`src/rtl/pgdram_ctrl.sv`:
```
module pgdram_ctrl #(
  parameter int ROW_W  = 10,
  parameter int COL_W  = 10,
  parameter int DW     = 16,
  parameter int T_RCD  = 7,
  parameter int T_CAS  = 3,
  parameter int T_RP   = 4,
  parameter int T_RFC  = 6,
  parameter int T_REFI = 1560
) (
  input  logic                     clk,
  input  logic                     rst_n,
  input  logic                     req_valid,
  output logic                     req_ready,
  input  logic                     req_write,
  input  logic [ROW_W+COL_W-1:0]   req_addr,
  input  logic [DW-1:0]            req_wdata,
  output logic                     rsp_valid,
  output logic [DW-1:0]            rsp_rdata,
  output logic [((ROW_W > COL_W) ? ROW_W : COL_W)-1:0] dram_addr,
  output logic                     dram_ras_n,
  output logic                     dram_cas_n,
  output logic                     dram_we_n,
  output logic [DW-1:0]            dram_dq_out,
  output logic                     dram_dq_oe,
  input  logic [DW-1:0]            dram_dq_in
);
  localparam int AW   = ROW_W + COL_W;
  localparam int MA_W = (ROW_W > COL_W) ? ROW_W : COL_W;
  localparam int TM1  = (T_RCD > T_CAS) ? T_RCD : T_CAS;
  localparam int TM2  = (T_RP > T_RFC) ? T_RP : T_RFC;
  localparam int TMAX = (TM1 > TM2) ? TM1 : TM2;
  localparam int CW   = $clog2(TMAX + 1);
  localparam int RW   = $clog2(T_REFI + 1);

  typedef enum logic [2:0] {
    S_IDLE, S_PRE, S_ACT, S_COL, S_RFC, S_RFR, S_RFP
  } st_t;

  st_t              st;
  logic [CW-1:0]    cnt;
  logic [ROW_W-1:0] row_q;
  logic [COL_W-1:0] col_q;
  logic             wr_q;
  logic [DW-1:0]    wd_q;
  logic             row_open;
  logic             in_ref;
  logic             ref_pend;
  logic [RW-1:0]    ref_tmr;

  logic [ROW_W-1:0] req_row;
  logic [COL_W-1:0] req_col;
  logic             take;
  logic             cnt_done;

  assign req_row   = req_addr[AW-1:COL_W];
  assign req_col   = req_addr[COL_W-1:0];
  assign req_ready = (st == S_IDLE) && !ref_pend;
  assign take      = req_valid && req_ready;
  assign cnt_done  = (cnt == '0);

  always_ff @(posedge clk) begin
    if (!rst_n) begin
      ref_tmr  <= RW'(T_REFI - 1);
      ref_pend <= 1'b0;
    end else begin
      if (ref_tmr == '0) ref_tmr <= RW'(T_REFI - 1);
      else               ref_tmr <= ref_tmr - 1'b1;
      if (ref_tmr == '0)                  ref_pend <= 1'b1;
      else if (st == S_IDLE && ref_pend)  ref_pend <= 1'b0;
    end
  end

  always_ff @(posedge clk) begin
    if (!rst_n) begin
      st        <= S_IDLE;
      cnt       <= '0;
      row_q     <= '0;
      col_q     <= '0;
      wr_q      <= 1'b0;
      wd_q      <= '0;
      row_open  <= 1'b0;
      in_ref    <= 1'b0;
      rsp_valid <= 1'b0;
      rsp_rdata <= '0;
    end else begin
      rsp_valid <= 1'b0;
      if (!cnt_done) cnt <= cnt - 1'b1;
      case (st)
        S_IDLE: begin
          if (ref_pend) begin
            in_ref <= 1'b1;
            if (row_open) begin
              st       <= S_PRE;
              cnt      <= CW'(T_RP - 1);
              row_open <= 1'b0;
            end else begin
              st <= S_RFC;
            end
          end else if (take) begin
            in_ref <= 1'b0;
            row_q  <= req_row;
            col_q  <= req_col;
            wr_q   <= req_write;
            wd_q   <= req_wdata;
            if (row_open && req_row == row_q) begin
              st  <= S_COL;
              cnt <= CW'(T_CAS - 1);
            end else if (row_open) begin
              st       <= S_PRE;
              cnt      <= CW'(T_RP - 1);
              row_open <= 1'b0;
            end else begin
              st       <= S_ACT;
              cnt      <= CW'(T_RCD - 1);
              row_open <= 1'b1;
            end
          end
        end
        S_PRE: begin
          if (cnt_done) begin
            if (in_ref) begin
              st <= S_RFC;
            end else begin
              st       <= S_ACT;
              cnt      <= CW'(T_RCD - 1);
              row_open <= 1'b1;
            end
          end
        end
        S_ACT: begin
          if (cnt_done) begin
            st  <= S_COL;
            cnt <= CW'(T_CAS - 1);
          end
        end
        S_COL: begin
          if (cnt_done) begin
            st <= S_IDLE;
            if (!wr_q) begin
              rsp_valid <= 1'b1;
              rsp_rdata <= dram_dq_in;
            end
          end
        end
        S_RFC: begin
          st  <= S_RFR;
          cnt <= CW'(T_RFC - 1);
        end
        S_RFR: begin
          if (cnt_done) begin
            st  <= S_RFP;
            cnt <= CW'(T_RP - 1);
          end
        end
        S_RFP: begin
          if (cnt_done) begin
            st     <= S_IDLE;
            in_ref <= 1'b0;
          end
        end
        default: st <= S_IDLE;
      endcase
    end
  end

  assign dram_ras_n  = !((st == S_ACT) || (st == S_COL) || (st == S_RFR) ||
                         (st == S_IDLE && row_open));
  assign dram_cas_n  = !((st == S_COL) || (st == S_RFC) || (st == S_RFR));
  assign dram_we_n   = !((st == S_COL) && wr_q);
  assign dram_dq_oe  = (st == S_COL) && wr_q;
  assign dram_dq_out = wd_q;
  assign dram_addr   = (st == S_COL) ? MA_W'(col_q) : MA_W'(row_q);

endmodule

```
`config.mk`:
```
export PLATFORM = sky130hd
export DESIGN_NAME = pgdram_ctrl
export DESIGN_NICKNAME = d
export VERILOG_FILES = /design/src/rtl/pgdram_ctrl.sv
export SDC_FILE = /design/constraint.sdc
export NUM_CORES = 1
export LEC_CHECK = 0
export BUFFER_PORTS_ARGS = -buffer_cell sky130_fd_sc_hd__buf_2
export CORE_UTILIZATION = 51
export DETAILED_ROUTE_END_ITERATION = 10
export PLACE_DENSITY = 0.9
export RECOVER_POWER = 25
export SYNTH_ARGS = -nofsm -noshare
export SYNTH_HDL_FRONTEND = slang
export SYNTH_SLANG_ARGS = --single-unit
```
`constraint.sdc`:
```
create_clock -name clk -period 2.19 [get_ports clk]
set_clock_uncertainty 0.1 [all_clocks]
set_input_delay 0.219 -clock clk [delete_from_list [all_inputs] [get_ports clk]]
set_output_delay 0.219 -clock clk [all_outputs]
set_load 0.02 [all_outputs]
```
# == After elaboration in Yosys (flattened, before gate mapping) ==
# Cells that the tools add are included.
# op_classes
add_sub_neg,2
eq_ne,15
mux,37
n_bitwise,3
reduce_logical,29
# ops
op,count
2-to-1 mux 3 bit,18
one-hot mux 3 bit (6 select lines),1
one-hot mux 3 bit (5 select lines),1
2-to-1 mux 1 bit,12
AND reduction 3 bit,4
zero test 11 bit,1
"subtractor 11 x 1 -> 11 bit, second input constant",1
== test 10 bit,1
2-to-1 mux 10 bit,1
"!= test 2 bit, second input constant",5
AND reduction 5 bit,2
"== test 3 bit, second input constant",3
"== test 3 x 2 -> 1 bit, second input constant",2
logical AND 1 bit,6
zero test 3 bit,2
"!= test 3 bit, second input constant",2
nonzero test 2 bit,3
logical OR 1 bit,5
zero test 1 bit,4
2-to-1 mux 2 bit,2
one-hot mux 1 bit (2 select lines),2
OR reduction 2 bit,2
"== test 3 x 1 -> 1 bit, second input constant",1
inverter 1 bit,3
2 further kinds,2
# totals
reg_bits,74
inputBits,56
out_inout_bits,48

# == Longest topological paths before layout ==
# logic_depth
ltp_word,6
mapped_depth,11
ltp_nobuf,10

# == Least setup slack after synthesis ==
# No wires, ideal clock.
# synth_path
path_type,reg-to-reg
startpoint,reg cnt[0]
endpoint,reg cnt[0]
setup_time_ns,0.070
arrival_ns,1.662
required_time_ns,2.020
path_slack_ns,0.359
path_stages_with_launch,9
cell_sequence,dfxtp_1 > inv_1 > ha_1 > nor2b_1 > buf_4 > inv_2 > ha_1 > a221o_1 > a21oi_1
# synth_between
elab_chain_len,5
elab_cells_between_ends,11
classes_between,add/sub: 1; mux: 9; reduce/logical: 1
# synth_lines
item,line,rtl
from (decl),41,logic [CW-1:0] cnt;
from (signal assigned),88,if (!cnt_done) cnt <= cnt - 1'b1;
from (signal assigned),95,cnt <= CW'(T_RP - 1);
from (signal assigned),108,cnt <= CW'(T_CAS - 1);
subtractor 3 x 1 -> 3 bit / zero test 3 bit (equally long branches),"88, 60",
2-to-1 mux 3 bit,88,
"2-to-1 mux 3 bit, on equally long branches","122, 100, 93",
"2-to-1 mux 3 bit, on equally long branches","121, 91",
one-hot mux 3 bit (5 select lines) *,89,case (st)
# Every way passes the cells marked *; elsewhere a longest branch is shown, timed or not.
# A chain may end at the register's enable or synchronous reset.

# == Worst setup path in the final report ==
# layout_path
startpoint,reg st[2]
endpoint,out dram_cas_n
# layout_between
elab_chain_len,4
elab_cells_between_ends,6
classes_between,eq/ne: 3; reduce/logical: 3
# layout_lines
item,line,rtl
from (decl),40,st_t st;
from (signal assigned),76,st <= S_IDLE;
from (signal assigned),94,st <= S_PRE;
from (signal assigned),98,st <= S_RFC;
== test 3 x 2 -> 1 bit / == test 3 bit (equally long branches),169,assign dram_cas_n = !((st == S_COL) || (st == S_RFC) || (st == S_RFR));
logical OR 1 bit,169,
logical OR 1 bit *,169,
zero test 1 bit *,169,
to (decl),22,"output logic dram_cas_n,"
# Marked as above.

==> impl_metrics.tcl <==
set metrics [dict create \
    cts_max_level 3 \
    internal-power_mw 2.835 \
    yosysWarnings 0 \
    tritoncts "built" \
    routed_via_density 5.392 \
    ir_worst_vdd_mv 0.6934 \
    grt_pass1_wl_um 14030 \
    async_reset_ff_frac 0 \
    n_antenna_cell 0 \
    die-area_mm2 0.007124 \
    rsz0062_at_grt "false" \
    cts_buffer_depth 2 \
    seq_area_frac_synth 0.4277 \
    area_growth_pct 23.63 \
    path_class "flop to output pin" \
    die_height_um 84.41 \
    timing.hold.ws_ns 0.006324 \
    violations "DRC" \
    grt_pass1_vias 3158 \
    synth_top_area_cell "dfxtp_1" \
    utilization 0.6629 \
    setup_tns_ns 0 \
    maxCapViolCount 0 \
    finalCritPeriodShare 0.9518 \
    hold_class "input pin to flop" \
    cp-start-kind "flop" \
    die_x_um 84.41 \
    initial_core_util 0.5362 \
    synth_top_area_frac 0.4277 \
    grt_max_degree 44 \
    drc 2 \
    final_net_count 610 \
    multi_input_area_mm2 0.001831 \
    grt_antenna_before_repair 0 \
    syn_nets 510 \
    setup_viol 0 \
    worst_pin_slew_ns 0.5099 \
    power.density_mw_per_mm2 1056 \
    timing.final.max_slew_violations 0 \
    crit_arrival_ns 1.77 \
    fin_crit_ns 2.085 \
    cts_num_sinks 74 \
    synth_ff_type "dfxtp_1" \
    cts_made_buffers 9 \
    nFillCells 535 \
    ys_seq_elements 74 \
    first_pass_iters 8 \
    cts_root_buf "clkbuf_8" \
    path_clk_slew_ns 0.08 \
    p_sw_frac 0.3728 \
    overflow 0 \
    place.detailed.hpwl_um 5991 \
    drtIter0Drc 253 \
    p_sw_mw 1.685 \
    synthCells 448 \
    clock_power_share 0.275 \
    rows 29 \
    status "finished, violations left" \
    crit_required_ns 1.87 \
    leakagePower_nw 1.777 \
    seqPwrFrac 0.373 \
    syn_avg_cell_area_um2 7.731 \
    netlist_top_cells_area "dfxtp_1 (43%), nand2_1 (17%), a21boi_0 (12%)" \
    cp_max_fo 13 \
    yosysUniqueCellTypes 42 \
    drtAntennaViolNets 0 \
    boundaryPins 104 \
    drive_above_1_share 0.1953 \
    clk_latency_ns 0.35 \
    cp-end-kind "output pin" \
    wire_per_inst_um 13.41 \
    final-seq-area_mm2 0.001481 \
    synth_edf_count 0 \
    relSlewSlack 0.6572 \
    final-hold-violation-count 0 \
    drt-total-wl_um 8446 \
    timing.fmax_ghz 0.4797 \
    vias 3397 \
    grt.total_usage 0.2451 \
    core-area_mm2 0.006459 \
    combPwrFrac 0.353 \
    io_buffers 103 \
    syn_area_mm2 0.003463 \
    routabilityCongestion 1.029 \
]
## flip-flops by register name (all words and copies together), names as in the netlist, 3 cells and up
register and count:
col_q 10, dram_dq_out 16, st 3, ref_tmr 11, rsp_rdata 16, cnt 3, row_q 10
## stage by stage
| step | cell area, µm² | power [mW] | std cells | setup slack (ns) |
|---|---|---|---|---|
| 2_1_floorplan | 3463 | 2.807 | 448 | 0.3585 |
| 3_3_place_gp | 4071 | 3.249 | 613 | 0.4003 |
| 3_5_place_dp | 4071 | 3.286 | 613 | 0.2977 |
| 4_1_cts | 4318 | 4.527 | 630 | 0.07870 |
| 5_1_grt | 4282 | 4.784 | 630 | 0.02232 |
| 6_report | 4282 | 4.520 | 630 | 0.1055 |
## final timing paths
check                     start         endpoint  slack (ns)  cells past startpoint
setup / recovery          st[2]       dram_cas_n        0.11                      4
hold reg to reg      ref_tmr[0]       ref_tmr[0]        0.35                      1
setup reg to reg         cnt[0]           cnt[0]        0.29                      7
hold / removal    req_wdata[10]  dram_dq_out[10]       0.006                      3
## layout by cell type, fill, tap and decap left out, types with 2 or more instances in the layout
cell | Yosys | routed
nand2b_1 | 2 | 2
a21oi_1 | 16 | 16
nand3b_1 | 2 | 2
nor2b_1 | 4 | 4
mux2i_1 | 2 | 2
buf_4 | 1 | 9
dfxtp_1 | 74 | 74
and2_1 | 2 | 2
and3_1 | 3 | 2
clkbuf_8 | 0 | 11
nor3_1 | 3 | 3
nand2_1 | 161 | 161
clkbuf_1 | 16 | 30
nor2_1 | 20 | 20
o21ai_0 | 13 | 13
o22ai_1 | 2 | 2
o31ai_1 | 2 | 2
ha_1 | 6 | 6
xor2_1 | 3 | 3
a21boi_0 | 55 | 55
nand4_1 | 4 | 4
xnor2_1 | 14 | 14
bufinv_16 | 0 | 2
inv_1 | 10 | 10
buf_2 | 8 | 73
nand3_1 | 5 | 5
a31oi_1 | 3 | 3
buf_12 | 0 | 2
## final cells by class
| class | instances | share of cell area |
|---|---|---|
| clock inverters | 5 | 0.01987 |
| repair buffers | 115 | 0.1391 |
| clock buffers | 11 | 0.03536 |
| inverters | 11 | 0.009643 |
| well taps | 77 | 0.02250 |
| multi-input cells | 337 | 0.4275 |
| flip-flops and latches | 74 | 0.3460 |
## cell families after synthesis
logic type / synth area share
mux: 0.005781
fa+ha+maj: 0.02168
flops: 0.4277
buf+inv: 0.04408
compound gates: 0.1962
simple gates: 0.2616
xor+xnor: 0.04299
## Yosys cell counts (all sizes together), types with 2 or more instances
| cell | count |
|---|---|
| nand2 | 161 |
| dfxtp | 74 |
| a21boi | 55 |
| nor2 | 20 |
| a21oi | 16 |
| clkbuf | 16 |
| xnor2 | 14 |
| o21ai | 13 |
| inv | 11 |
| buf | 10 |
| ha | 6 |
| nand3 | 5 |
| nand4 | 4 |
| nor2b | 4 |
| nor3 | 4 |
| a31oi | 3 |
| and2 | 3 |
| and3 | 3 |
| nand3b | 3 |
| xor2 | 3 |
| mux2i | 2 |
| nand2b | 2 |
| o22ai | 2 |
| o31ai | 2 |
## critical path, stage by stage, from the launching register on
cell and delay (ns):
dfxtp_1 0.52, inv_1 0.17, and3_2 0.34, a21oi_1 0.19, buf_2 0.20
## power by group through the flow
stage,registers (mW),logic (mW),clock network [mW]
after CTS,1.68,1.60,1.25
after detailed placement,1.70,1.58,0
after floorplan,1.74,1.07,0
after global placement,1.70,1.55,0
final,1.68,1.59,1.24
after global routing,1.70,1.77,1.31
## metal layers
layer | up-vias | GRT usage | wire (µm)
met5 | - | 0 | 0
met4 | 0 | 0.1263 | 241
met3 | 26 | 0.04916 | 512
met2 | 130 | 0.4128 | 4075
met1 | 1562 | 0.2982 | 3617
li1 | 1679 | - | -
## what timing repair did
item                                   CTS  global route
setup endpoints to repair                0            11
hold buffers                             1             0
endpoints found under the hold margin    1             0
gates resized for setup                  0             1
buffers inserted                         0             0
Note: power is estimated with default switching activity, not from simulation.
